### src/rtl/boot_map_pkg.sv
package boot_map_pkg;

   typedef enum logic [1:0] {
      TGT_FLASH = 2'd0,
      TGT_SYS   = 2'd1,
      TGT_SRAM  = 2'd2
   } tgt_e;

   localparam int NUM_TGT = 3;

   // code is {hi, lo}; lo = 0 always means flash
   function automatic tgt_e code_to_tgt(input logic [1:0] code);
      if (!code[0])      return TGT_FLASH;
      else if (!code[1]) return TGT_SYS;
      else               return TGT_SRAM;
   endfunction

endpackage

### src/rtl/boot_strap_sampler.sv
module boot_strap_sampler #(
   parameter int CAP_EDGE = 4
) (
   input  logic       clk,
   input  logic       rst_n,
   input  logic       standby_exit,
   input  logic [1:0] pins,
   output logic       ready,
   output logic       cap_fire,
   output logic [1:0] cap_code
);

   initial begin
      assert (CAP_EDGE >= 1) else $error("CAP_EDGE must be at least 1");
   end

   logic ready_q;

   generate
      if (CAP_EDGE == 1) begin : g_direct
         assign cap_fire = !standby_exit && !ready_q;
      end else begin : g_count
         localparam int CNT_W = $clog2(CAP_EDGE);
         logic [CNT_W-1:0] cnt_q;
         always_ff @(posedge clk or negedge rst_n) begin
            if (!rst_n)             cnt_q <= '0;
            else if (standby_exit)  cnt_q <= '0;
            else if (!ready_q)      cnt_q <= cnt_q + 1'b1;
         end
         assign cap_fire = !standby_exit && !ready_q &&
                           (cnt_q == CNT_W'(CAP_EDGE - 1));
      end
   endgenerate

   always_ff @(posedge clk or negedge rst_n) begin
      if (!rst_n)            ready_q <= 1'b0;
      else if (standby_exit) ready_q <= 1'b0;
      else if (cap_fire)     ready_q <= 1'b1;
   end

   assign ready    = ready_q;
   assign cap_code = pins;

   AST_EXIT_DROPS_READY: assert property (@(posedge clk) disable iff (!rst_n)
      standby_exit |=> !ready);
   AST_READY_STICKS: assert property (@(posedge clk) disable iff (!rst_n)
      (ready && !standby_exit) |=> ready);
   AST_FIRE_SETS_READY: assert property (@(posedge clk) disable iff (!rst_n)
      cap_fire |=> ready);

endmodule

### src/rtl/boot_alias_reg.sv
module boot_alias_reg
   import boot_map_pkg::*;
(
   input  logic       clk,
   input  logic       rst_n,
   input  logic       ready,
   input  logic       standby_exit,
   input  logic       cap_fire,
   input  logic [1:0] cap_code,
   input  logic       wr_en,
   input  logic [1:0] wr_code,
   output tgt_e       alias_tgt
);

   tgt_e alias_q;
   logic wr_ok;

   assign wr_ok = wr_en && ready && !standby_exit;

   always_ff @(posedge clk or negedge rst_n) begin
      if (!rst_n)        alias_q <= TGT_FLASH;
      else if (cap_fire) alias_q <= code_to_tgt(cap_code);
      else if (wr_ok)    alias_q <= code_to_tgt(wr_code);
   end

   assign alias_tgt = alias_q;

   AST_CAPTURE_WINS: assert property (@(posedge clk) disable iff (!rst_n)
      cap_fire |=> (alias_tgt == code_to_tgt($past(cap_code))));
   AST_ALIAS_QUIET: assert property (@(posedge clk) disable iff (!rst_n)
      (!cap_fire && !(wr_en && ready)) |=> $stable(alias_tgt));

endmodule

### src/rtl/boot_addr_decode.sv
module boot_addr_decode
   import boot_map_pkg::*;
#(
   parameter int                ADDR_W       = 32,
   parameter logic [ADDR_W-1:0] LOW_WIN_SIZE = 32'h0800_0000,
   parameter logic [ADDR_W-1:0] FLASH_BASE   = 32'h0800_0000,
   parameter logic [ADDR_W-1:0] FLASH_SIZE   = 32'h0010_0000,
   parameter logic [ADDR_W-1:0] SYS_BASE     = 32'h1FFF_0000,
   parameter logic [ADDR_W-1:0] SYS_SIZE     = 32'h0000_7800,
   parameter logic [ADDR_W-1:0] SRAM_BASE    = 32'h2000_0000,
   parameter logic [ADDR_W-1:0] SRAM_SIZE    = 32'h0004_0000
) (
   input  logic               clk,
   input  logic               rst_n,
   input  logic               ready,
   input  tgt_e               alias_tgt,
   input  logic [ADDR_W-1:0]  addr,
   output logic [NUM_TGT-1:0] sel,
   output logic [ADDR_W-1:0]  tgt_addr,
   output logic               err
);

   localparam logic [ADDR_W-1:0] BASES [NUM_TGT] = '{FLASH_BASE, SYS_BASE, SRAM_BASE};
   localparam logic [ADDR_W-1:0] SIZES [NUM_TGT] = '{FLASH_SIZE, SYS_SIZE, SRAM_SIZE};

   initial begin
      assert (FLASH_SIZE <= LOW_WIN_SIZE && SYS_SIZE <= LOW_WIN_SIZE &&
              SRAM_SIZE <= LOW_WIN_SIZE) else $error("memory larger than low window");
      assert (FLASH_BASE >= LOW_WIN_SIZE && SYS_BASE >= LOW_WIN_SIZE &&
              SRAM_BASE >= LOW_WIN_SIZE) else $error("native window overlaps low window");
   end

   logic [NUM_TGT-1:0] native_hit;

   genvar g;
   generate
      for (g = 0; g < NUM_TGT; g++) begin : g_native
         assign native_hit[g] = (addr >= BASES[g]) &&
            ({1'b0, addr} < ({1'b0, BASES[g]} + {1'b0, SIZES[g]}));
      end
   endgenerate

   logic [ADDR_W-1:0]  a_base, a_size;
   logic [NUM_TGT-1:0] a_onehot;

   always_comb begin
      case (alias_tgt)
         TGT_SYS:  begin a_base = SYS_BASE;   a_size = SYS_SIZE;   a_onehot = 3'b010; end
         TGT_SRAM: begin a_base = SRAM_BASE;  a_size = SRAM_SIZE;  a_onehot = 3'b100; end
         default:  begin a_base = FLASH_BASE; a_size = FLASH_SIZE; a_onehot = 3'b001; end
      endcase
   end

   always_comb begin
      sel      = '0;
      err      = 1'b0;
      tgt_addr = addr;
      if (ready) begin
         if (addr < LOW_WIN_SIZE) begin
            if (addr < a_size) begin
               sel      = a_onehot;
               tgt_addr = a_base + addr;
            end else begin
               err = 1'b1;
            end
         end else begin
            sel = native_hit;
         end
      end
   end

   AST_ONE_TARGET: assert property (@(posedge clk) disable iff (!rst_n)
      $onehot0(sel));
   AST_ERR_NO_SEL: assert property (@(posedge clk) disable iff (!rst_n)
      err |-> (sel == '0));
   AST_IDLE_BEFORE_READY: assert property (@(posedge clk) disable iff (!rst_n)
      !ready |-> (sel == '0 && !err));

endmodule

### src/rtl/boot_alias_map.sv
module boot_alias_map
   import boot_map_pkg::*;
#(
   parameter int CAP_EDGE = 4
) (
   input  logic        clk,
   input  logic        rst_n,
   input  logic        standby_exit,
   input  logic        boot_sel_lo,
   input  logic        boot_sel_hi,
   input  logic        remap_we,
   input  logic [1:0]  remap_code,
   input  logic [31:0] bus_addr,
   output logic        sel_flash,
   output logic        sel_sysmem,
   output logic        sel_sram,
   output logic [31:0] tgt_addr,
   output logic        fetch_ready,
   output logic        decode_err
);

   logic               ready;
   logic               cap_fire;
   logic [1:0]         cap_code;
   tgt_e               alias_tgt;
   logic [NUM_TGT-1:0] sel;

   boot_strap_sampler #(.CAP_EDGE(CAP_EDGE)) i_sampler (
      .clk          (clk),
      .rst_n        (rst_n),
      .standby_exit (standby_exit),
      .pins         ({boot_sel_hi, boot_sel_lo}),
      .ready        (ready),
      .cap_fire     (cap_fire),
      .cap_code     (cap_code)
   );

   boot_alias_reg i_alias (
      .clk          (clk),
      .rst_n        (rst_n),
      .ready        (ready),
      .standby_exit (standby_exit),
      .cap_fire     (cap_fire),
      .cap_code     (cap_code),
      .wr_en        (remap_we),
      .wr_code      (remap_code),
      .alias_tgt    (alias_tgt)
   );

   boot_addr_decode #(.ADDR_W(32)) i_decode (
      .clk       (clk),
      .rst_n     (rst_n),
      .ready     (ready),
      .alias_tgt (alias_tgt),
      .addr      (bus_addr),
      .sel       (sel),
      .tgt_addr  (tgt_addr),
      .err       (decode_err)
   );

   assign sel_flash   = sel[0];
   assign sel_sysmem  = sel[1];
   assign sel_sram    = sel[2];
   assign fetch_ready = ready;

endmodule

### config.mk
export PLATFORM = sky130hd
export DESIGN_NAME = boot_alias_map
export DESIGN_NICKNAME = d
export VERILOG_FILES = /design/src/rtl/boot_map_pkg.sv /design/src/rtl/boot_strap_sampler.sv /design/src/rtl/boot_alias_reg.sv /design/src/rtl/boot_addr_decode.sv /design/src/rtl/boot_alias_map.sv
export SDC_FILE = /design/constraint.sdc
export NUM_CORES = 1
export LEC_CHECK = 0
export BUFFER_PORTS_ARGS = -buffer_cell sky130_fd_sc_hd__buf_2
export CAP_MARGIN = 5
export CORE_UTILIZATION = 46
export DETAILED_ROUTE_END_ITERATION = 7
export PLACE_DENSITY = 0.79
export SLEW_MARGIN = 20
export SYNTH_ARGS = -nofsm -noshare
export SYNTH_HDL_FRONTEND = slang
export SYNTH_SLANG_ARGS = --single-unit
### constraint.sdc
create_clock -name clk -period 3.55 [get_ports clk]
set_input_delay 0 -clock clk [delete_from_list [all_inputs] [get_ports clk]]
set_output_delay 0 -clock clk [all_outputs]
set_load 0.005 [all_outputs]
Word level (Yosys, flattened, before mapping)
Cells that the tools add are included.
Word-level totals
  bits in registers: 5
  logic and storage cells: 50
Cells by class
  add/sub/neg operators: 2
  reduce and logical (&&, ||, !) cells: 11
  order comparisons: 8
  multiplexer cells: 22
  eq/ne operators: 4
Operators with widths (number)
  two-way mux 32 bit: 3
  less-than comparator 32 x 28 -> 1 bit, second input constant: 2
  one-hot mux 30 bit (2 select lines): 1
  one-hot mux 21 bit (2 select lines): 1
  adder 30 x 32 -> 32 bit: 1
  greater-or-equal comparator 32 x 28 -> 1 bit, second input constant: 1
  greater-or-equal comparator 32 x 29 -> 1 bit, second input constant: 1
  greater-or-equal comparator 32 x 30 -> 1 bit, second input constant: 1
  less-than comparator 32 x 21 -> 1 bit: 1
  less-than comparator 32 x 29 -> 1 bit, second input constant: 1
  less-than comparator 32 x 30 -> 1 bit, second input constant: 1
  two-way mux 2 bit: 8
  two-way mux 3 bit: 3
  logical AND 1 bit: 7
  one-hot mux 3 bit (2 select lines): 1
  two-way mux 1 bit: 5
  == test 2 bit, second input constant: 2
  nonzero test 2 bit: 2
  adder 2 x 1 -> 2 bit, second input constant: 1
  == test 2 x 1 -> 1 bit, second input constant: 1
  zero test 1 bit: 2
  != test 2 bit, second input constant: 1

Longest topological paths before layout
Gate-level depths: netlist of the first run.
  word-level depth: 6
  mapped depth: 11
  gate-level depth less buffers: 9

Modules after synthesis
Synthesis of the first run repeated with hierarchy kept, for this count alone.
Second synthesis, totals
  cell total of the unflattened synthesis: 195
  area total of the unflattened synthesis: 1448.9 um^2
Modules (own cells, without submodules)
  boot_addr_decode: seq. area each 0.0 um^2, cells an instance 170, times used 1, area an instance 1182.4 um^2
  boot_strap_sampler: seq. area each 75.1 um^2, cells an instance 13, times used 1, area an instance 143.9 um^2
  boot_alias_reg: seq. area each 50.0 um^2, cells an instance 12, times used 1, area an instance 122.6 um^2

Worst setup path before layout of the first run
No wires, ideal clock.
  kind: flip-flop to output port
  from: register i_alias.alias_q[1], in the netlist i_alias.alias_tgt[1]
  to: output tgt_addr[30]
  cell stages (with the launch flop): 12
  data arrival time: 2.730 ns
  path buffers: 2
  required time: 3.550 ns
  setup slack: 0.820 ns
  cells stage by stage: dfrtp_1 > inv_1 > ha_1 > clkbuf_1 > buf_1 > xor2_1 > ha_1 > or3b_1 > a211oi_1 > o211ai_1 > nor2b_1 > o311ai_1
Between the ends
  word-level cells in the longest chain between the ends: 6
  elaborated cells on any way between the ends: 9
  classes of those cells: 1 x add/sub; 1 x order compare; 2 x eq/ne; 5 x mux
RTL lines
  start: declaration: RTL line boot_alias_reg.sv:15  | tgt_e alias_q;
  start signal: assignment: RTL line boot_alias_reg.sv:22  | else if (cap_fire) alias_q <= code_to_tgt(cap_code);
  start signal: assignment: RTL line boot_alias_reg.sv:23  | else if (wr_ok) alias_q <= code_to_tgt(wr_code);
  == test 2 bit / == test 2 x 1 -> 1 bit (equally long branches): RTL line boot_addr_decode.sv:47  | case (alias_tgt)
  one-hot mux 30 bit (2 select lines) / one-hot mux 21 bit (2 select lines) (equally long branches): RTL line boot_addr_decode.sv:47
  adder 30 x 32 -> 32 bit / less-than comparator 32 x 21 -> 1 bit (equally long branches): RTL line boot_addr_decode.sv:62, boot_addr_decode.sv:60
  two-way mux 32 bit *: RTL line boot_addr_decode.sv:60  | if (addr < a_size) begin
  two-way mux 32 bit *: RTL line boot_addr_decode.sv:59  | if (addr < LOW_WIN_SIZE) begin
  two-way mux 32 bit *: RTL line boot_addr_decode.sv:58  | if (ready) begin
  end: declaration: RTL line boot_alias_map.sv:17  | output logic [31:0] tgt_addr,
Every way passes the cells marked *; elsewhere a longest branch is shown, timed or not.

Final worst setup path of the first run
Ends and elaborated chain as after synthesis.

==> metrics, run 1 <==
Async SR Flop Fraction=100%; fin util=between 50 and 60%; most common cell after layout, fill and taps aside=buf_2; DP Cell Count=251; I/O pins=77; Hold Buf Count CTS=2; TritonCTS buffer count=3; vias in the first global route=1270; Starting Density=approximately half; HP Class=input pin to primary output; RSZ-0062 raised after global routing=no; drt total wl=3540 µm; crit path to=tgt_addr[30]; Tot GR Track Use=21.7%; clk sinks=5; worst path required time=3.55 ns; Final ANT Viol Nets=0; DR DRC count=5; pin count of the biggest net entering global routing=19; Area contributors post-synth=ha_1 9.7%, dfrtp_1 8.8%, buf_4 8.5%; crit path DAT=2.90 ns; Worst R2R Start=i_sampler.g_count.cnt_q[0]; cell area power density=463 mW/mm²; routability cong.=about 0.86; Post-synth EDFFs=0; Starting DRT DRC Count=65; via count=roughly 1500; Post-CTS Setup Inserts=0; final worst path period share=81.7%; Worst-Margin Slew=0.689 ns; Initial DRT Pass Iterations=8; CP Capture Type=primary output; core area=between 0.002 and 0.003 mm²; wl on met1=1650 µm; Fin. Hold Viols=0; Worst slew margin=a little over half; kind of critical path=flip-flop to primary output; diode count=0; most frequent cells in the layout=54 x buf_2, 14 x o21ai_0, 12 x inv_1; Max Clk Rate=345 MHz; row count=19; CP Max Fanout=9; status=finished with violations; hold slack=0.00000182 ns; post-synthesis cell area=0.00142 mm²; met3 wire length=around 310 µm; Pleak=0.687 nW; die height=57.5 µm; post-synthesis register bit count=5; port bufs=54; cell taking the most area after synthesis=ha_1; library cells used by synthesis=51; post-cts sizing count=0; Final Setup Violations=0; main flop type after synthesis=dfrtp_1; Seq/Total Area, Yosys=8.83%; initial antenna violation count=0; Syn Inst Count=between 150 and 200; Worst Hold Launch=bus_addr[3]; final setup TNS=0 ns; CP Launch Type=flip-flop; total gr overflow=0; Area growth syn-to-layout=12.2%; worst reg2reg setup slack=1.72 ns; die area=0.00331 mm²; CTS tree=built; H-tree Lvls=1; DPL Wire Length=between 2000 and 3000 µm; post-route worst setup slack=0.650 ns; minimum clock period=2.90 ns; routed length on met2=around 1600 µm; Layout Nets=278; Setup crit start=i_alias.alias_tgt[1]; clock root buffer=clkbuf_4; non-filler cells, final=257; CTS clk-pin slew, worst paths=approximately 0.040 ns; clock latency on the worst-skew pair=0.24 ns; R2R Path End=i_alias.alias_tgt[1]; Final Max Slew Viols=0; Clock Skew=0.000455 ns; Peak VDD IR=between 0.15 and 0.2 mV; Max-cap violations=0; Via density=about 5.9; chip width=57.5 µm; Reg2Reg Depth=5; Max Buffers Root-to-Sink=2; Synth warnings=0; share of the synthesized area in the top cell type=9.71%; Setup Slack @ Placement=0.927 ns; Synth Area per Inst=7.27 µm²; Synth Net Count=246; Top Layer Used=met3; layout cell share with drive strength beyond 1=28.3%; violated checks=design-rule violations; first-pass GRT wire length=5840 µm; drt wl/cell=13.8 µm
synth_stat cells (2+ instances only):
master and number:
a21o_1 2, a21oi_1 8, a311oi_1 2, a31oi_1 5, and2_1 3, and3_1 4
buf_4 16, buf_6 3, clkbuf_1 10, dfrtp_1 5, ha_1 11, inv_1 12
nand2_1 9, nand2b_1 2, nand3_1 4, nand4_1 8, nand4b_1 3, nor2_1 8
nor3_1 6, nor3b_1 2, nor4_1 6, o2111ai_1 3, o21a_1 2, o21ai_0 14
o21bai_1 7, o22ai_1 3, o311ai_1 2, o31a_1 2, o31ai_1 4, xnor2_1 7
xor2_1 2
logic make-up after synthesis:
logic type                 synth area share (%)
DFF                                        8.83
adders and majority gates                  9.71
and+or+nand+nor                            25.2
buffers and inverters                      17.7
xor gates and xnor gates                   5.56
AOI/OAI and AO/OA                          31.5
muxes                                      1.50
per-stage QoR:
stage	cell area, µm²	power, W
detailed placement	1540	0.000664
global placement	1540	0.000665
finish	1590	0.000736
floorplan	1420	0.000535
CTS	1590	0.000738
global route	1590	0.000821
critical path: stages (launching register included):
cell and delay, ns:
dfrtp_1 0.37, inv_1 0.10, ha_1 0.37, xor2_1 0.19
ha_1 0.24, or3b_1 0.40, a211oi_1 0.23, o211ai_1 0.11
nor2b_1 0.20, o311ai_1 0.28, buf_2 0.16
metal layers:
metal,vias to the layer above,GRT usage [%]
li1,788,-
met1,666,32.0
met2,66,33.4
met3,0,4.76
met4,0,2.09
met5,-,0
where the power goes:
group / leakage [nW] / total (W) / switching (W) / internal (W)
clock network: 0.0150 / 0.0000643 / 0.0000219 / 0.0000424
logic: 0.611 / 0.000584 / 0.000342 / 0.000242
registers: 0.0616 / 0.0000883 / 0.0000138 / 0.0000744
total: 0.687 / 0.000736 / 0.000378 / 0.000359
flip-flops by register name, summed over array words and instances, names as in the netlist:
signal,cells
i_alias.alias_tgt,2
i_sampler.g_count.cnt_q,2
i_sampler.ready,1
worst min path at each step:
stage / cells past startpoint / endpoint
finish: 0 / tgt_addr[3]
global route: 0 / tgt_addr[9]
CTS: 0 / tgt_addr[10]
detailed placement: 1 / i_sampler.g_count.cnt_q[1]
global placement: 1 / i_sampler.g_count.cnt_q[1]
floorplan: 0 / i_alias.alias_tgt[0]
area by class of cell:
type | instances | area (µm²)
Fill cell | 262 | 1240
Inverter | 12 | 45.0
Multi-Input combinational cell | 146 | 1040
Clock buffer | 4 | 26.3
Sequential cell | 5 | 125
Timing Repair Buffer | 59 | 313
Tap cell | 31 | 38.8
No activity file was read; power rests on OpenSTA's default activity.
==> run 2, diff against run 1 <==
--- a/config.mk
+++ b/config.mk
@@ -7,9 +7,9 @@
 export LEC_CHECK = 0
 export BUFFER_PORTS_ARGS = -buffer_cell sky130_fd_sc_hd__buf_2
 export CAP_MARGIN = 5
-export CORE_UTILIZATION = 46
+export CORE_UTILIZATION = 41
 export DETAILED_ROUTE_END_ITERATION = 7
-export PLACE_DENSITY = 0.79
+export PLACE_DENSITY = 0.74
 export SLEW_MARGIN = 20
 export SYNTH_ARGS = -nofsm -noshare
 export SYNTH_HDL_FRONTEND = slang
==> constraint.sdc (replaced) <==
create_clock -name clk -period 2.4 [get_ports clk]
set_input_delay 0 -clock clk [delete_from_list [all_inputs] [get_ports clk]]
set_output_delay 0 -clock clk [all_outputs]
set_load 0.005 [all_outputs]
==> metrics, run 2 (synthesis results as in run 1) <==
met3 GRT Util=2.35%; Worst R2R Start=i_sampler.g_count.cnt_q[0]; minimum clock period=about 2.6 ns; Final ANT Viol Nets=0; Stages on worst setup path=10; Worst-Margin Slew=approximately 0.54 ns; cell area power density=just under 800 mW/mm²; fin util=61.7%; drt total wl=4480 µm; worst path required time=2.40 ns; CP Launch Type=flip-flop; H-tree Lvls=1; pin count of the biggest net entering global routing=26; DP Cell Count=271; Worst path max stage delay=0.40 ns; most frequent cells in the layout=53 x buf_2, 16 x buf_4, 13 x o21ai_0; CP Capture Type=primary output; Final Setup Violations=17; crit path DAT=approximately 2.6 ns; Clock Skew=0.000130 ns; R2R Path End=i_alias.alias_tgt[0]; drt wl/cell=approximately 16 µm; DPL Wire Length=about 3100 µm; clock root buffer=clkbuf_4; hold depth=0; via count=around 1800; critical path's slowest cell=or3b_4; FILL cells=277; Most Crowded Layer GR=met2; hold slack=0.00000225 ns; Pleak=around 0.82 nW; Setup crit start=i_alias.alias_tgt[0]; routability cong.=0.982; Power Total=0.00155 W; first-pass GRT wire length=roughly 6500 µm; CTS tree=built; final worst path period share=110%; core area=about 0.0032 mm²; Worst slew margin=64.1%; HP Class=input pin to primary output; Layout Nets=297; Starting Density=44.6%; worst reg2reg setup slack=0.56 ns; Max-cap violations=0; Peak VDD IR=0.464 mV; I/O pins=77; row count=20; RSZ-0062 raised after global routing=yes; most common cell after layout, fill and taps aside=buf_2; CP Max Fanout=2; total gr overflow=0; worst path cell trace=buf_6 -> ha_4 -> xor2_1 -> ha_2 -> or3b_4 -> a211oi_2 -> o211ai_1 -> nor2b_2 -> o311ai_2 -> buf_2; violated checks=negative setup slack; non-filler cells, final=roughly 290; Final Max Slew Viols=0; Max Clk Rate=379 MHz; port bufs=54; Max Buffers Root-to-Sink=2; Reg2Reg Depth=5; global-route met1 utilization=28.8%; die height=60.8 µm; layout cell share with drive strength beyond 1=~44%; initial antenna violation count=0; met2 Resource Use GR=39.7%; chip width=60.8 µm; CP delay by family, top=compound AO/OA/AOI/OAI gates; Setup Slack @ Placement=-0.0495 ns; kind of critical path=flip-flop to primary output; Via density=6.07; CTS clk-pin slew, worst paths=0.04 ns; die area=0.00370 mm²; clock latency on the worst-skew pair=0.24 ns; Fin. Hold Viols=0; crit path to=tgt_addr[30]; Tot GR Track Use=23.1%; Initial DRT Pass Iterations=4; vias in the first global route=1492; diode count=0; post-route worst setup slack=-0.237 ns; Area growth syn-to-layout=38.2%; status=finished with violations; Starting DRT DRC Count=142; DR DRC count=0; CP bufs+invs=2; clk sinks=5; TritonCTS buffer count=3
## run 2: cell count changes in the layout (fill, tap and decap cells not counted), moves of 3 or more
cell / change
ha_4: +4
inv_1: -4
buf_4: +13
buf_6: +5
o31ai_1: -3
ha_1: -5
## run 2: layer usage
| metal | wire (µm) | vias to the layer above |
|---|---|---|
| li1 | - | 822 |
| met1 | 1760 | 825 |
| met2 | 2230 | 92 |
| met3 | 363 | 16 |
| met4 | 125 | 0 |
| met5 | 0 | - |
## run 2: layout make-up
cell class | count | area (µm²) | share of cell area (%)
Multi-Input combinational cell | 146 | 1200 | 61.0
Timing Repair Buffer | 78 | 507 | 25.9
Sequential cell | 5 | 125 | 6.39
Tap cell | 44 | 55.1 | 2.81
Inverter | 12 | 50.0 | 2.55
Clock buffer | 4 | 26.3 | 1.34
## run 2: worst min path at each step
stage / startpoint / end / slack (ns)
final: bus_addr[1] / tgt_addr[1] / 0.000002
after CTS: bus_addr[7] / tgt_addr[7] / 0.00003
after global routing: bus_addr[9] / tgt_addr[9] / 0.00001
after detailed placement: rst_n / i_sampler.ready / -0.18
after global placement: rst_n / i_sampler.g_count.cnt_q[1] / -0.18
after floorplan: rst_n / i_alias.alias_tgt[0] / -0.30
## run 2: metrics by stage
step	TNS (ns)	area (µm²)
after global placement	0	1640
after detailed placement	-0.173	1640
final	-1.34	1960
after CTS	-2.07	1780
after floorplan	0	1450
after global routing	-3.28	1960
## run 2: repair_timing
action                                 CTS  global route
hold buffers                             2             0
buffers inserted                         3             8
cloned                                   0             1
resized for setup                       19            19
pin swaps                               14            17
endpoints found under the hold margin    8             0
setup endpoints to repair               19            19
## run 2: power breakdown
| part | switching (W) | internal (W) | leakage [nW] | total, W |
|---|---|---|---|---|
| sequential | 0.0000225 | 0.000110 | 0.0616 | 0.000133 |
| combinational | 0.000683 | 0.000639 | 0.741 | 0.00132 |
| clock | 0.0000355 | 0.0000629 | 0.0150 | 0.0000984 |
| total | 0.000741 | 0.000812 | 0.818 | 0.00155 |
==> run 3, diff against run 2 <==
--- a/config.mk
+++ b/config.mk
@@ -5,11 +5,12 @@
 export SDC_FILE = /design/constraint.sdc
 export NUM_CORES = 1
 export LEC_CHECK = 0
+export ABC_AREA = 1
 export BUFFER_PORTS_ARGS = -buffer_cell sky130_fd_sc_hd__buf_2
 export CAP_MARGIN = 5
-export CORE_UTILIZATION = 41
+export CORE_UTILIZATION = 45
 export DETAILED_ROUTE_END_ITERATION = 7
-export PLACE_DENSITY = 0.74
+export PLACE_DENSITY = 0.75
 export SLEW_MARGIN = 20
 export SYNTH_ARGS = -nofsm -noshare
 export SYNTH_HDL_FRONTEND = slang
==> metrics, run 3 <==
status=complete, no violations; Final ANT Viol Nets=0; kind of critical path=flip-flop to primary output; die height=67.6 µm; Synth warnings=0; Initial DRT Pass Iterations=4; minimum clock period=2.30 ns; library cells used by synthesis=38; Clock Skew=a little over 0.003 ns; Async SR Flop Fraction=100%; DR DRC count=0; Layout Nets=between 400 and 500; Worst slew margin=74.5%; H-tree Lvls=1; diode count=0; Via density=5.18; via count=2249; clock latency on the worst-skew pair=0.23 ns; total gr overflow=0; RSZ-0062 raised after global routing=yes; Area contributors post-synth=nand2_1 19%, inv_1 8.0%, nand3_1 7.5%; Max Buffers Root-to-Sink=2; Synth Net Count=approximately 390; most common cell after layout, fill and taps aside=nand2_1; chip width=between 60 and 70 µm; CTS clk-pin slew, worst paths=0.03 ns; post-synthesis cell area=a little under 0.002 mm²; row count=23; Tot GR Track Use=25.0%; Peak VDD IR=0.481 mV; post-route worst setup slack=around 0.10 ns; DPL Wire Length=around 4500 µm; layout cell share with drive strength beyond 1=35.2%; post-synthesis register bit count=5; Post-synth EDFFs=0; Syn Inst Count=338; clock root buffer=clkbuf_8; cell taking the most area after synthesis=nand2_1; Synth top cells by count=100 x nand2_1, 41 x inv_1, 29 x nand3_1; CTS tree=built; Area growth syn-to-layout=16.8%; Fin. Hold Viols=0; Starting Density=47.7%; top-count cell post-synth=nand2_1; core area=0.00406 mm²; Seq/Total Area, Yosys=6.47%; final worst path period share=95.6%; Final Max Slew Viols=0; pin count of the biggest net entering global routing=11; most frequent cells in the layout=98 x nand2_1, 54 x buf_2, 37 x inv_1; die area=approximately 0.0046 mm²; crit path DAT=2.30 ns; first-pass GRT wire length=8690 µm; TritonCTS buffer count=3; CP Capture Type=primary output; CP Max Fanout=8; HP Class=input pin to primary output; Max Clk Rate=436 MHz; port bufs=54; drt wl/cell=12.6 µm; routability cong.=0.992; main flop type after synthesis=dfrtp_1; Worst-Margin Slew=0.382 ns; I/O pins=just under 80; non-filler cells, final=434; worst path required time=2.40 ns; cell area power density=670 mW/mm²; Final Setup Violations=0; drt total wl=about 5500 µm; Pleak=1.29 nW; vias in the first global route=1979; Max-cap violations=0; share of the synthesized area in the top cell type=19.4%; initial antenna violation count=0; clk sinks=5; Starting DRT DRC Count=about 190; Synth Area per Inst=5.72 µm²; CP Launch Type=flip-flop; Setup Slack @ Placement=0.206 ns; DP Cell Count=425
run 3: cell types whose count changed in the layout (fill, tap and decap cells not counted), sizes merged, moves of 5 or more:
cell | before | now
buf | 75 | 62
inv | 12 | 55
nand2 | 9 | 121
nand3 | 5 | 32
nor2 | 8 | 38
nor4 | 6 | 1
o21bai | 7 | 2
o31ai | 5 | 0
xnor2 | 7 | 1
run 3: through the flow:
stage	instance area (µm²)	util [%]	setup TNS [ns]	power [W]	hold slack, ns
after CTS	2180	53.8	0	0.00143	0.0000346
after floorplan	1930	-	0	0.00103	-0.296
after detailed placement	2130	52.4	0	0.00126	-0.176
final	2260	55.7	0	0.00151	0.00000171
after global placement	2130	52.4	0	0.00124	-0.179
after global routing	2260	55.7	-0.0422	0.00167	0.00000903
run 3: critical path, cell delays in order (launching register included):
cell and delay (ns):
dfrtp_1 0.42, inv_2 0.06, ha_1 0.30, inv_2 0.06
ha_1 0.29, nand3_2 0.09, nor3_1 0.21, nand2_2 0.10
nand2_4 0.13, nor2_8 0.08, inv_6 0.11, nand2_1 0.07
o21ai_2 0.05, buf_2 0.11
run 3: routing by layer:
layer	vias to the layer above	global-route usage [%]	routed length, µm
met4	0	10.9	114
li1	1148	-	-
met2	86	44.2	2700
met1	1004	29.7	2310
met3	11	3.21	337
met5	-	0	0
run 3: worst paths after layout:
kind                                             from                    endpoint  slack [ns]  cells after the start
max                              i_alias.alias_tgt[0]                tgt_addr[19]        0.10                     13
min                                       bus_addr[3]                 tgt_addr[3]    0.000002                      0
max reg2reg                           i_sampler.ready        i_alias.alias_tgt[1]        0.86                      6
min reg2reg                i_sampler.g_count.cnt_q[0]  i_sampler.g_count.cnt_q[0]        0.51                      1
max in group asynchronous                       rst_n        i_alias.alias_tgt[1]        2.13                      2
min in group asynchronous                       rst_n             i_sampler.ready        0.13                      2
run 3: power by group:
| part | internal, W | leakage [nW] | switching (W) |
|---|---|---|---|
| Clock | 0.000114 | 0.0228 | 0.0000435 |
| Combinational | 0.000435 | 1.20 | 0.000763 |
| Sequential | 0.000120 | 0.0635 | 0.0000372 |
| Total | 0.000669 | 1.29 | 0.000844 |
run 3: layout make-up:
| cell class | instances | area, µm² |
|---|---|---|
| timing repair buffer | 63 | 340 |
| multi-input combinational | 257 | 1470 |
| fill | 414 | 1800 |
| clock buffer | 4 | 45.0 |
| inverter | 55 | 214 |
| sequential | 5 | 125 |
| tap | 50 | 62.6 |
run 3: cells by family (layout without fill, tap and decap cells):
logic type / Yosys count / count (layout) / synth area share (%)
compound gates: 29 / 29 / 9.51
buf+inv: 77 / 122 / 20.1
flops: 5 / 5 / 6.47
simple gates: 211 / 212 / 54.2
xor+xnor: 5 / 5 / 2.65
fa+ha+maj: 11 / 11 / 7.12
run 3: timing repair:
action                                  4_1_cts  5_1_grt
gates cloned                                  0        1
endpoints found under the setup margin        1       18
hold buffers                                  1        0
endpoints found under the hold margin         5        0
buffers inserted                              0        3
gates resized for setup                       1       14
pin swaps                                     0        6
